[src/rtl/cnt_pkg.sv]
package cnt_pkg;
  typedef enum logic [1:0] {
    OP_HOLD  = 2'd0,
    OP_INC   = 2'd1,
    OP_LOAD  = 2'd2,
    OP_CLEAR = 2'd3
  } cnt_op_e;
endpackage

[src/rtl/cnt_ctrl.sv]
// Resolves the control inputs into one operation, highest priority first.
module cnt_ctrl
  import cnt_pkg::*;
(
  input  logic    clr_req,
  input  logic    load_n,
  input  logic    en_par,
  input  logic    en_trk,
  output cnt_op_e op
);
  always_comb begin
    if (clr_req)              op = OP_CLEAR;
    else if (!load_n)         op = OP_LOAD;
    else if (en_par && en_trk) op = OP_INC;
    else                      op = OP_HOLD;
  end
endmodule

[src/rtl/cnt_next.sv]
// Next-state value and its clock enable.
module cnt_next
  import cnt_pkg::*;
#(
  parameter int WIDTH = 4
) (
  input  cnt_op_e          op,
  input  logic [WIDTH-1:0] cur,
  input  logic [WIDTH-1:0] load_val,
  output logic [WIDTH-1:0] nxt,
  output logic             upd
);
  localparam logic [WIDTH-1:0] ONE = WIDTH'(1);

  always_comb begin
    upd = (op != OP_HOLD);
    unique case (op)
      OP_CLEAR: nxt = '0;
      OP_LOAD:  nxt = load_val;
      OP_INC:   nxt = cur + ONE;
      default:  nxt = cur;
    endcase
  end
endmodule

[src/rtl/cnt_state.sv]
// Count register with asynchronous active-low clear and explicit enable.
module cnt_state #(
  parameter int WIDTH = 4
) (
  input  logic             clk,
  input  logic             arst_n,
  input  logic             upd,
  input  logic [WIDTH-1:0] d,
  output logic [WIDTH-1:0] q
);
  always_ff @(posedge clk or negedge arst_n) begin
    if (!arst_n)  q <= '0;
    else if (upd) q <= d;
  end
endmodule

[src/rtl/cnt_tc.sv]
// Terminal-count detect, gated by the trickle enable.
module cnt_tc #(
  parameter int WIDTH = 4
) (
  input  logic [WIDTH-1:0] cur,
  input  logic             en_trk,
  output logic             tc
);
  always_comb tc = en_trk & (&cur);
endmodule

[src/rtl/presettable_counter.sv]
module presettable_counter
  import cnt_pkg::*;
#(
  parameter int WIDTH     = 4,
  parameter bit ASYNC_CLR = 1'b1
) (
  input  logic             clk,
  input  logic             rst_n,
  input  logic             load_n,
  input  logic [WIDTH-1:0] load_val,
  input  logic             en_par,
  input  logic             en_trk,
  output logic [WIDTH-1:0] count,
  output logic             carry_out
);
  logic             clr_req;
  logic             arst_n;
  cnt_op_e          op;
  logic [WIDTH-1:0] nxt;
  logic             upd;

  generate
    if (ASYNC_CLR) begin : g_async_clr
      assign clr_req = 1'b0;
      assign arst_n  = rst_n;
    end else begin : g_sync_clr
      assign clr_req = ~rst_n;
      assign arst_n  = 1'b1;
    end
  endgenerate

  cnt_ctrl u_ctrl (
    .clr_req (clr_req),
    .load_n  (load_n),
    .en_par  (en_par),
    .en_trk  (en_trk),
    .op      (op)
  );

  cnt_next #(.WIDTH(WIDTH)) u_next (
    .op       (op),
    .cur      (count),
    .load_val (load_val),
    .nxt      (nxt),
    .upd      (upd)
  );

  cnt_state #(.WIDTH(WIDTH)) u_state (
    .clk    (clk),
    .arst_n (arst_n),
    .upd    (upd),
    .d      (nxt),
    .q      (count)
  );

  cnt_tc #(.WIDTH(WIDTH)) u_tc (
    .cur    (count),
    .en_trk (en_trk),
    .tc     (carry_out)
  );
endmodule

[config.mk]
export PLATFORM = sky130hd
export DESIGN_NAME = presettable_counter
export DESIGN_NICKNAME = d
export VERILOG_FILES = /design/src/rtl/cnt_pkg.sv /design/src/rtl/cnt_ctrl.sv /design/src/rtl/cnt_next.sv /design/src/rtl/cnt_state.sv /design/src/rtl/cnt_tc.sv /design/src/rtl/presettable_counter.sv
export SDC_FILE = /design/constraint.sdc
export NUM_CORES = 1
export LEC_CHECK = 0
export ABC_AREA = 0
export BUFFER_PORTS_ARGS = -buffer_cell sky130_fd_sc_hd__buf_4
export CELL_PAD_IN_SITES_DETAIL_PLACEMENT = 0
export CELL_PAD_IN_SITES_GLOBAL_PLACEMENT = 1
export CORE_AREA = 2 2 39 41
export CTS_CLUSTER_DIAMETER = 120
export DETAILED_ROUTE_END_ITERATION = 8
export DIE_AREA = 0 0 41 43
export PLACE_DENSITY = 0.58
export RECOVER_POWER = 50
export SLEW_MARGIN = 5
export SYNTH_ARGS = -nofsm -noshare
export SYNTH_HDL_FRONTEND = slang
export SYNTH_SLANG_ARGS = --single-unit
[constraint.sdc]
create_clock -name clk -period 1.4 [get_ports clk]
set_input_delay 0.21 -clock clk [delete_from_list [all_inputs] [get_ports clk]]
set_output_delay 0.21 -clock clk [all_outputs]
set_load 0.02 [all_outputs]
After elaboration in Yosys (flattened, before gate mapping)

Cells that the tools add are included.

Muxes and demuxes: 3
Bitwise gates (word level): 1
Reduce and logical (&&, ||, !) cells: 5
Add/sub/neg operators: 1
Equal/unequal tests: 3

Operators by type and width:

| operator                                                        | count |
|---|---|
| 4-bit one-hot mux with 3 select lines                           | 1 |
| 4-bit by 1-bit adder with 4-bit output, second input constant   | 1 |
| 2-bit == test, second input constant                            | 2 |
| 4-bit AND reduction                                             | 1 |
| 3-bit nonzero test                                              | 1 |
| 2-bit by 1-bit == test with 1-bit output, second input constant | 1 |
| 2-bit 2-to-1 mux                                                | 1 |
| 2-bit AND reduction                                             | 1 |
| 2-bit nonzero test                                              | 1 |
| 1-bit AND                                                       | 1 |
| 1-bit logical AND                                               | 1 |
| 1-bit 2-to-1 mux                                                | 1 |

Word-level logic and storage cells: 14
Bits of input ports: 9
Register bits after elaboration: 4
Output and inout port bits: 5

Longest topological paths before layout

Gate-level depths: netlist of the first run.

Depth after elaboration: 6
Mapped depth: 4

Hierarchy

Synthesis of the first run repeated with hierarchy kept, for this count alone.

Cells, all modules: 34
Area, all modules: 326.6 um^2

Modules (own cells, without submodules):

| module              | times used | area each (um^2) | sequential area each (um^2) | cells each |
|---|---|---|---|---|
| cnt_next            | 1          | 150.1            | 0.0                         | 20 |
| cnt_state           | 1          | 145.1            | 100.1                       | 8 |
| cnt_ctrl            | 1          | 15.0             | 0.0                         | 2 |
| cnt_tc              | 1          | 12.5             | 0.0                         | 3 |
| presettable_counter | 1          | 3.8              | 0.0                         | 1 |

Least setup slack after synthesis of the first run

No wires, ideal clock.

Path type: flip-flop to output port
From: register u_state.q[0]
To: output carry_out
Buffers on the path: 0
Arrival: 0.943 ns
Path slack: 0.247 ns
Data required time: 1.190 ns
Stages on the path, launching flop included: 3
Cell sequence: dfrtp_1 -> ha_1 -> and4_2

Longest elaborated chain between the ends: 2

Ends and longest elaborated chain:

| element                | line                      | source |
|---|---|---|
| start, declared        | cnt_state.sv:9            | `output logic [WIDTH-1:0] q` |
| start signal, assigned | cnt_state.sv:12           | `if (!arst_n) q <= '0;` |
| start signal, assigned | cnt_state.sv:13           | `else if (upd) q <= d;` |
| 4-bit AND reduction    | cnt_tc.sv:9               | `always_comb tc = en_trk & (&cur);` |
| 1-bit AND              | cnt_tc.sv:9               |  |
| end, declared          | presettable_counter.sv:14 | `output logic carry_out` |

Every way passes these cells.

Worst setup path after layout of the first run

From: register u_state.q[1]
To: output carry_out

Same word-level chain as after synthesis.

==> impl_metrics.tcl, run 1 <==
set metrics [dict create \
    netSwitchingFraction 0.291 \
    share_clk_of_total_power 0.359 \
    p_int_uw 286 \
    design_area_sq_um 375 \
    vias_per_cell 4.21 \
    grt-ovfl-total 0 \
    area_growth_pct 72.4 \
    final-setup-viol-count 0 \
    largestRegisters "u_state.q (4)" \
    synth_flop_cell "dfrtp_1" \
    leakage_uw 0.000174 \
    synth.cell_area_sq_um 218 \
    async_flop_share 1.00 \
    cp.arrival_ns 1.15 \
    syn_nets 33 \
    netlist.area_leader.share 0.460 \
    clock_latency_ns 0.23 \
    dieArea_sq_mm 0.00176 \
    fin_crit_ns 1.36 \
    io_buffers 13 \
    drt_iter0_markers 0 \
    cp_max_fo 4 \
    rsz0062_at_grt "no" \
    fin_worst_skew_ns 0.000980 \
    cts_root_buf "clkbuf_4" \
    synth_edf_count 0 \
    p_switching_uw 118 \
    cts_buffers 3 \
    powerDensity_mw_per_mm2 1070 \
    synthTopCellsByCount "4 x dfrtp_1, 4 x nor2_1, 3 x a21oi_1" \
    cpPeakStageDelay_ns 0.39 \
    critPathLaunchType "flop" \
    postSynthAreaPerCell_sq_um 9.47 \
    layout-drive-gt1-share 0.429 \
    place_congestion 0.683 \
    h-tree-depth 1 \
    cts_tree "yes" \
    yosysUniqueCellTypes 13 \
    clk_pin_slew_worst_paths_ns 0.04 \
    path_cells "ha_1 -> and4_2 -> buf_4" \
    yosysWarnings 0 \
    ir_drop_v 0.000380 \
    yosysTopAreaCell "dfrtp_1" \
    largest_reg_flops 4 \
    max_freq_ghz 0.735 \
    antenna_found_initial 0 \
    synth_area_leaders "dfrtp_1 46%, xor2_1 8.0%, a21oi_1 6.9%" \
    grt.total_usage 0.0834 \
    drtAntennaViolNets 0 \
    cp.required_ns 1.19 \
    critPathSlowestCell "dfrtp_1" \
    fp.dieH_microns 43 \
    placementRows 14 \
    ctsResizeCount 0 \
    maxSlewViolCount 0 \
    ys_seq_elements 4 \
    hp-class "in2reg" \
    finalHoldViolations 0 \
    regMostFlops "u_state.q" \
    first_pass_iters 1 \
    grt_pass1_vias 221 \
    wl_per_cell_microns 9.88 \
    ys_seq_area_frac 0.460 \
    slew_headroom 0.831 \
    pin_count 14 \
    drc 0 \
    cp-end-kind "primary output" \
    cts.sinks 4 \
    grt_first_pass_wirelength_microns 883 \
    finalSetupTns_ns 0 \
    initial_utilization 0.157 \
    fin_crit_sh 0.972 \
    power_frac_comb 0.289 \
    grt_max_degree 9 \
    worst-setup-path-type "reg2out" \
    wl_microns 573 \
    maxCapViolCount 0 \
    power_frac_seq 0.352 \
    die_x_microns 41 \
    core-area_sq_mm 0.00138 \
    final_nets 54 \
    vias 244 \
    clockBufferDepth 2 \
    max_slew.worst_pin.slew_ns 0.255 \
    placed_area_sq_um 332 \
    synthCells 23 \
    status "finished clean" \
    diodes 0 \
]
-- timing repair --
action | in CTS | in global routing
setup buffers | 1 | 2
setup endpoints to repair | 1 | 1
hold buffers | 1 | 0
cloned | 0 | 0
hold endpoints to repair | 4 | 0
-- cell type report --
cell class,instances,area (sq um)
timing repair buffer,17,119
clock buffer,3,22.5
multi-input combinational,18,114
fill,162,1010
sequential,4,100
tap,16,20.0
-- cells by family (layout without fill, tap and decap cells) --
group,count (synthesis),count (layout),synth area share
xor gates and xnor gates,2,2,0.0805
and+or+nand+nor,9,9,0.218
muxes,1,1,0.0460
adders and majority gates,1,1,0.0575
buffers and inverters,1,20,0.0172
AOI/OAI and AO/OA,5,5,0.121
DFF,4,4,0.460
-- path summary, 6_finish.rpt --
path / startpoint / end / slack (ns) / cells past startpoint
worst max-delay path: u_state.q[1] / carry_out / 0.04 / 3
worst min-delay path: load_n / u_state.q[1] / 0.21 / 2
worst max register to register: u_state.q[0] / u_state.q[3] / 0.23 / 4
worst min register to register: u_state.q[3] / u_state.q[3] / 0.59 / 2
max in group asynchronous: rst_n / u_state.q[0] / 0.86 / 2
min in group asynchronous: rst_n / u_state.q[2] / 0.34 / 2
-- power groups by stage --
| stage | clock network [uW] | logic, uW | registers, uW |
|---|---|---|---|
| final | 145 | 117 | 142 |
| after CTS | 152 | 115 | 143 |
| after detailed placement | 0 | 104 | 147 |
| after floorplan | 0 | 36.8 | 161 |
| after global placement | 0 | 105 | 147 |
| after global routing | 162 | 131 | 144 |
-- stage by stage --
stage               instances   util  power (uW)  hold WS, ns  setup WS, ns
CTS                        56  0.269         410        0.210        0.0222
global placement           51  0.240         252       0.0123         0.259
detailed placement         51  0.240         251       0.0120         0.243
global route               58  0.271         436        0.214       0.00399
finish                     58  0.271         403        0.209        0.0394
floorplan                  23      -         198      -0.0856         0.247
-- layout by cell type, fill, tap and decap left out --
cell / netlist / layout
mux2i_1: 1 / 1
nand3_1: 2 / 2
nor2_1: 4 / 4
ha_1: 1 / 1
nand2_2: 1 / 1
clkbuf_4: 0 / 3
o21ai_0: 1 / 1
xor2_1: 2 / 2
a31oi_1: 1 / 1
dlygate4sd3_1: 0 / 1
and4_2: 1 / 1
buf_4: 0 / 13
clkbuf_1: 1 / 3
dfrtp_1: 4 / 4
a21oi_1: 3 / 3
or3_1: 1 / 1
-- worst max-delay path: cells and delay by family, from the launching register on --
kind / cells / cell delay [ns]
flip-flops: 1 / 0.39
buffers and inverters: 1 / 0.15
adder cells (fa/ha/maj): 1 / 0.20
AND/OR/NAND/NOR: 1 / 0.17
-- per-layer routing --
layer  GRT usage  vias to the layer above  wire [microns]
met3       0.105                        0              99
met2      0.0969                       16             217
met1      0.0935                      106             256
li1            -                      122               -
met4      0.0200                        0               0
met5           0                        -               0
No activity file was read; power rests on OpenSTA's default activity.
==> run 2, diff against run 1 <==
PLACE_DENSITY = 0.49   (was 0.58)
==> run 2 against run 1 <==
  * Register-to-register slack better by 0.02 ns
  * Non-clock buffer count is 1 lower
  * Largest power group unchanged
  * Total power shrank 0.61%
  * Setup slack better by 0.022 ns
==> impl_metrics.tcl, run 2 (synthesis gave the netlist of run 1 again) <==
set metrics [dict create \
    status "finished clean" \
    p_int_uw 285 \
    rr_worst_depth 4 \
    largestRegisters "u_state.q (4)" \
    powerDensity_mw_per_mm2 1070 \
    largest_reg_flops 4 \
    clock_latency_ns 0.24 \
    clk_pin_slew_worst_paths_ns 0.04 \
    die_x_microns 41 \
    drt_iter0_markers 2 \
    reg2reg_from "u_state.q[0]" \
    vias_per_cell 4.00 \
    drtAntennaViolNets 0 \
    cts_tree "yes" \
    grt-ovfl-total 0 \
    first_pass_iters 3 \
    max_slew.worst_pin.slew_ns 0.239 \
    cp-startpoint "u_state.q[1]" \
    finalSetupTns_ns 0 \
    diodes 0 \
    critPathLaunchType "flop" \
    grt_max_degree 9 \
    hp-class "in2reg" \
    wl_per_cell_microns 9.19 \
    rrSetupSlack_ns 0.25 \
    cp-end-kind "primary output" \
    cp.arrival_ns 1.13 \
    grt_first_pass_wirelength_microns 793 \
    layout_commonest_cell "buf_4" \
    power_frac_comb 0.283 \
    p_switching_uw 116 \
    cts_root_buf "clkbuf_4" \
    dieArea_sq_mm 0.00176 \
    power_frac_seq 0.354 \
    rsz0062_at_grt "no" \
    maxCapViolCount 0 \
    max_freq_ghz 0.747 \
    leakage_uw 0.000171 \
    fp.dieH_microns 43 \
    initial_utilization 0.157 \
    regMostFlops "u_state.q" \
    grt.total_usage 0.0714 \
    cts_buffers 3 \
    share_clk_of_total_power 0.362 \
    vias 228 \
    maxSlewViolCount 0 \
    final_cell_mix "13 x buf_4, 4 x nor2_1, 4 x dfrtp_1, 3 x a21oi_1, 3 x clkbuf_4" \
    cp-endpoint "carry_out" \
    cp.required_ns 1.19 \
    slew_headroom 0.841 \
    netSwitchingFraction 0.289 \
    finish.utilization 0.270 \
    final-setup-viol-count 0 \
    fin_crit_ns 1.34 \
    fin_worst_skew_ns 0.00572 \
    final_nets 53 \
    pin_count 14 \
    drc 0 \
    area_growth_pct 71.8 \
    place_congestion 0.632 \
    fillers 162 \
    layout-drive-gt1-share 0.463 \
    antenna_found_initial 0 \
    grt_pass1_vias 203 \
    wl_microns 524 \
    finalHoldViolations 0 \
    ir_drop_v 0.000289 \
    cts.sinks 4 \
    r2r-end "u_state.q[3]" \
    worst-setup-path-type "reg2out" \
    placementRows 14 \
    cp_max_fo 4 \
    clockBufferDepth 2 \
    h-tree-depth 1 \
    fin_crit_sh 0.956 \
    io_buffers 13 \
    core-area_sq_mm 0.00138 \
]
==> run 2: cell count changes in the layout (fill, tap and decap cells not counted) <==
cell,change
ha_2,+1
clkbuf_1,-1
ha_1,-1
==> run 2: timing repair <==
action / 4_1_cts / 5_1_grt
buffers inserted: 1 / 1
gates resized for setup: 0 / 1
hold endpoints to repair: 4 / 0
setup endpoints to repair: 1 / 1
hold buffers: 1 / 0
==> run 2: layer usage <==
metal	vias up	routed length, microns	global-route usage
met5	-	0	0
met2	11	242	0.103
met3	2	59	0.0314
met1	97	206	0.0742
li1	118	-	-
met4	0	14	0.0600
==> run 2: final cells by class <==
cell class	instances	area [sq um]	share of cell area
timing repair buffer	16	115	0.308
multi-input combinational	18	116	0.311
tap	16	20.0	0.0535
clock buffer	3	22.5	0.0602
sequential	4	100	0.268
==> run 2: worst min-delay path by stage <==
stage          startpoint            to  slack [ns]  cells after the start
3_3_place_gp        rst_n  u_state.q[2]        0.01                      1
3_5_place_dp        rst_n  u_state.q[2]        0.01                      1
4_1_cts            load_n  u_state.q[0]        0.20                      2
6_report           load_n  u_state.q[0]        0.20                      2
5_1_grt            load_n  u_state.q[0]        0.21                      2
2_1_floorplan       rst_n  u_state.q[0]       -0.09                      0
==> run 2: metrics by stage <==
stage          setup slack [ns]  power, uW  area, sq um  instances  hold WS, ns
2_1_floorplan             0.247        198          218         23      -0.0856
3_3_place_gp              0.261        250          332         51       0.0105
3_5_place_dp              0.254        251          332         51       0.0132
4_1_cts                  0.0234        410          372         56        0.200
5_1_grt                 0.00348        434          374         57        0.212
6_report                 0.0615        401          374         57        0.204
==> run 2: worst max-delay path: stages, from the launching register on <==
cell and delay, ns:
dfrtp_1 0.40, ha_2 0.18, and4_2 0.17, buf_4 0.15
==> run 2: power groups by stage <==
stage	clock (uW)	sequential (uW)	combinational [uW]
2_1_floorplan	0	161	36.8
3_3_place_gp	0	146	105
3_5_place_dp	0	146	105
4_1_cts	153	142	115
5_1_grt	162	144	128
6_report	145	142	114
==> run 3, diff against run 2 <==
PLACE_DENSITY = 0.6   (was 0.49)
SYNTH_HIERARCHICAL = 1   (was unset)
==> run 3 against run 2 <==
  * Wire length up 22%
  * Die area unchanged
  * Largest power group is now sequential cells
  * Critical path depth is 2 higher
  * Worst hold slack gained 0.11 ns
  * Count of clock-buffer cells in the layout stayed put
  * Fmax up 3.6%
==> impl_metrics.tcl, run 3 <==
set metrics [dict create \
    rr_worst_depth 5 \
    grt_pass1_vias 320 \
    largestRegisters "u_state/q (4)" \
    synth_edf_count 0 \
    cts_tree "yes" \
    grt-ovfl-total 0 \
    initial_utilization 0.236 \
    ir_drop_v 0.000315 \
    core-area_sq_mm 0.00138 \
    yosysTopAreaCell "dfrtp_1" \
    cp.arrival_ns 1.40 \
    layout-drive-gt1-share 0.423 \
    synthSimpleGateAreaFrac 0.176 \
    placementRows 14 \
    antenna_found_initial 0 \
    pin_count 14 \
    synth_flop_cell "dfrtp_1" \
    cts.sinks 4 \
    clk_pin_slew_worst_paths_ns 0.04 \
    met2_usage 0.150 \
    powerDensity_mw_per_mm2 901 \
    synth_area_leaders "dfrtp_1 31%, mux2_2 17%, mux2i_1 12%" \
    finalHoldViolations 0 \
    regMostFlops "u_state/q" \
    top_usage_layer "met2" \
    max_freq_ghz 0.774 \
    status "finished clean" \
    path_buf_inv 0 \
    cp_max_fo 4 \
    grt.total_usage 0.104 \
    placed_area_sq_um 447 \
    maxCapViolCount 0 \
    fin_worst_skew_ns 0.000512 \
    ctsResizeCount 0 \
    grt_max_degree 9 \
    fillers 175 \
    whs_ns 0.318 \
    clockBufferDepth 2 \
    critPathSlowestCell "dfrtp_1" \
    synth_fa_ha_area_frac 0.0383 \
    critical_path.top_delay_family "multiplexers" \
    maxSlewViolCount 0 \
    critPathLaunchType "flop" \
    vias_per_cell 4.24 \
    cts_root_buf "clkbuf_4" \
    postSynthAreaPerCell_sq_um 9.60 \
    area_growth_pct 43.3 \
    vias 288 \
    async_flop_share 1.00 \
    clock_latency_ns 0.23 \
    multiInputGateArea_sq_um 214 \
    final_nets 64 \
    die_x_microns 41 \
    wl_microns 638 \
    yosys.area_share.xor_xnor 0.0268 \
    met1_usage 0.140 \
    yosysUniqueCellTypes 19 \
    synthCells 34 \
    leakage_uw 0.000231 \
    worst-setup-path-type "reg2reg" \
    first_pass_iters 1 \
    fin_crit_ns 1.29 \
    grt_util_met3 0 \
    synth-compound-area-share 0.0958 \
    dieArea_sq_mm 0.00176 \
    netlist.area_leader.share 0.307 \
    worstSetupPathDepth 5 \
    synthTopCellsByCount "5 x mux2_2, 4 x dfrtp_1, 4 x mux2i_1" \
    synth_top_family_by_area "multiplexers" \
    design_area_sq_um 468 \
    whs_path_depth 4 \
    cpMostUsedCell "mux2_2" \
    fin_crit_sh 0.923 \
    grt_first_pass_wirelength_microns 1260 \
    muxShareOfSynthArea 0.295 \
    final-setup-viol-count 0 \
    ys_seq_area_frac 0.307 \
    path_cells "ha_1 -> nand2_2 -> mux2_2 -> o22ai_1 -> mux2_2" \
    place_congestion 0.664 \
    cts_buffers 3 \
    wl_per_cell_microns 9.38 \
    layout_commonest_cell "buf_4" \
    synth_most_common_cell "mux2_2" \
    hp-class "in2reg" \
    seq_area_sq_um 100 \
    cpPeakStageDelay_ns 0.40 \
    io_buffers 13 \
    cp.required_ns 1.51 \
    yosysWarnings 6 \
    ys_seq_elements 4 \
    drtAntennaViolNets 0 \
    finish.utilization 0.338 \
    h-tree-depth 1 \
    fp.dieH_microns 43 \
    final_cell_mix "12 x buf_4, 5 x mux2_2, 4 x mux2i_1, 4 x dfrtp_1" \
    drc 0 \
    largest_reg_flops 4 \
    rsz0062_at_grt "no" \
    diodes 0 \
    drt_iter0_markers 0 \
    synth.cell_area_sq_um 327 \
    cp-end-kind "flop" \
]
run 3: changes by cell type in the layout (fill, tap and decap cells not counted), sizes merged, moves of 2 or more:
cell,delta
nand2,+3
mux2i,+3
nor2,-3
conb,+2
xor2,-2
mux2,+5
a21oi,-3
o22ai,+2
run 3: layer usage:
layer,up-vias,wire (microns)
met5,-,0
li1,154,-
met3,0,21
met4,0,0
met1,128,288
met2,6,328
run 3: logic make-up after synthesis:
| logic type | Yosys count |
|---|---|
| compound gates | 5 |
| buf+inv | 2 |
| other cells | 1 |
| fa+ha+maj | 1 |
| xor+xnor | 1 |
| flops | 4 |
| simple gates | 11 |
| mux | 9 |
run 3: cell type report:
class / instances / share of cell area
timing repair buffer: 16 / 0.238
multi-input combinational: 29 / 0.457
clock buffer: 3 / 0.0481
sequential: 4 / 0.214
tap: 16 / 0.0428
run 3: worst min-delay path, delay by kind of cell:
| kind | cells | cell delay (ns) |
|---|---|---|
| AOI/OAI and AO/OA | 1 | 0.06 |
| buffers and inverters | 1 | 0.07 |
| muxes | 1 | 0.14 |
| and+or+nand+nor | 1 | 0.03 |
run 3: where the power goes:
group / leakage (uW) / total, uW / internal, uW / switching [uW]
clock network: 0.0000138 / 138 / 95.5 / 42.1
registers: 0.0000516 / 147 / 130 / 17.2
logic: 0.000165 / 137 / 74.7 / 61.9
run 3: path summary, 6_finish.rpt:
path,from,endpoint,slack (ns)
worst max-delay path,u_state/q[0],u_state/q[2],0.11
worst min-delay path,load_val[0],u_state/q[0],0.32
worst max register to register,u_state/q[0],u_state/q[2],0.11
worst min register to register,u_state/q[3],u_state/q[3],0.61
max in group asynchronous,rst_n,u_state/q[3],0.87
min in group asynchronous,rst_n,u_state/q[1],0.34
run 3: through the flow:
step                      total power (uW)  setup TNS [ns]  setup slack (ns)  instances
final                                  422               0             0.108         68
after detailed placement               294          -0.102           -0.0305         64
after global routing                   467               0            0.0238         68
after global placement                 293         -0.0999           -0.0387         64
after floorplan                        233               0            0.0459         35
after CTS                              443               0            0.0912         68
run 3: timing repair:
item	in CTS	in global routing
hold endpoints to repair	4	0
setup buffers	0	0
hold buffers	1	0
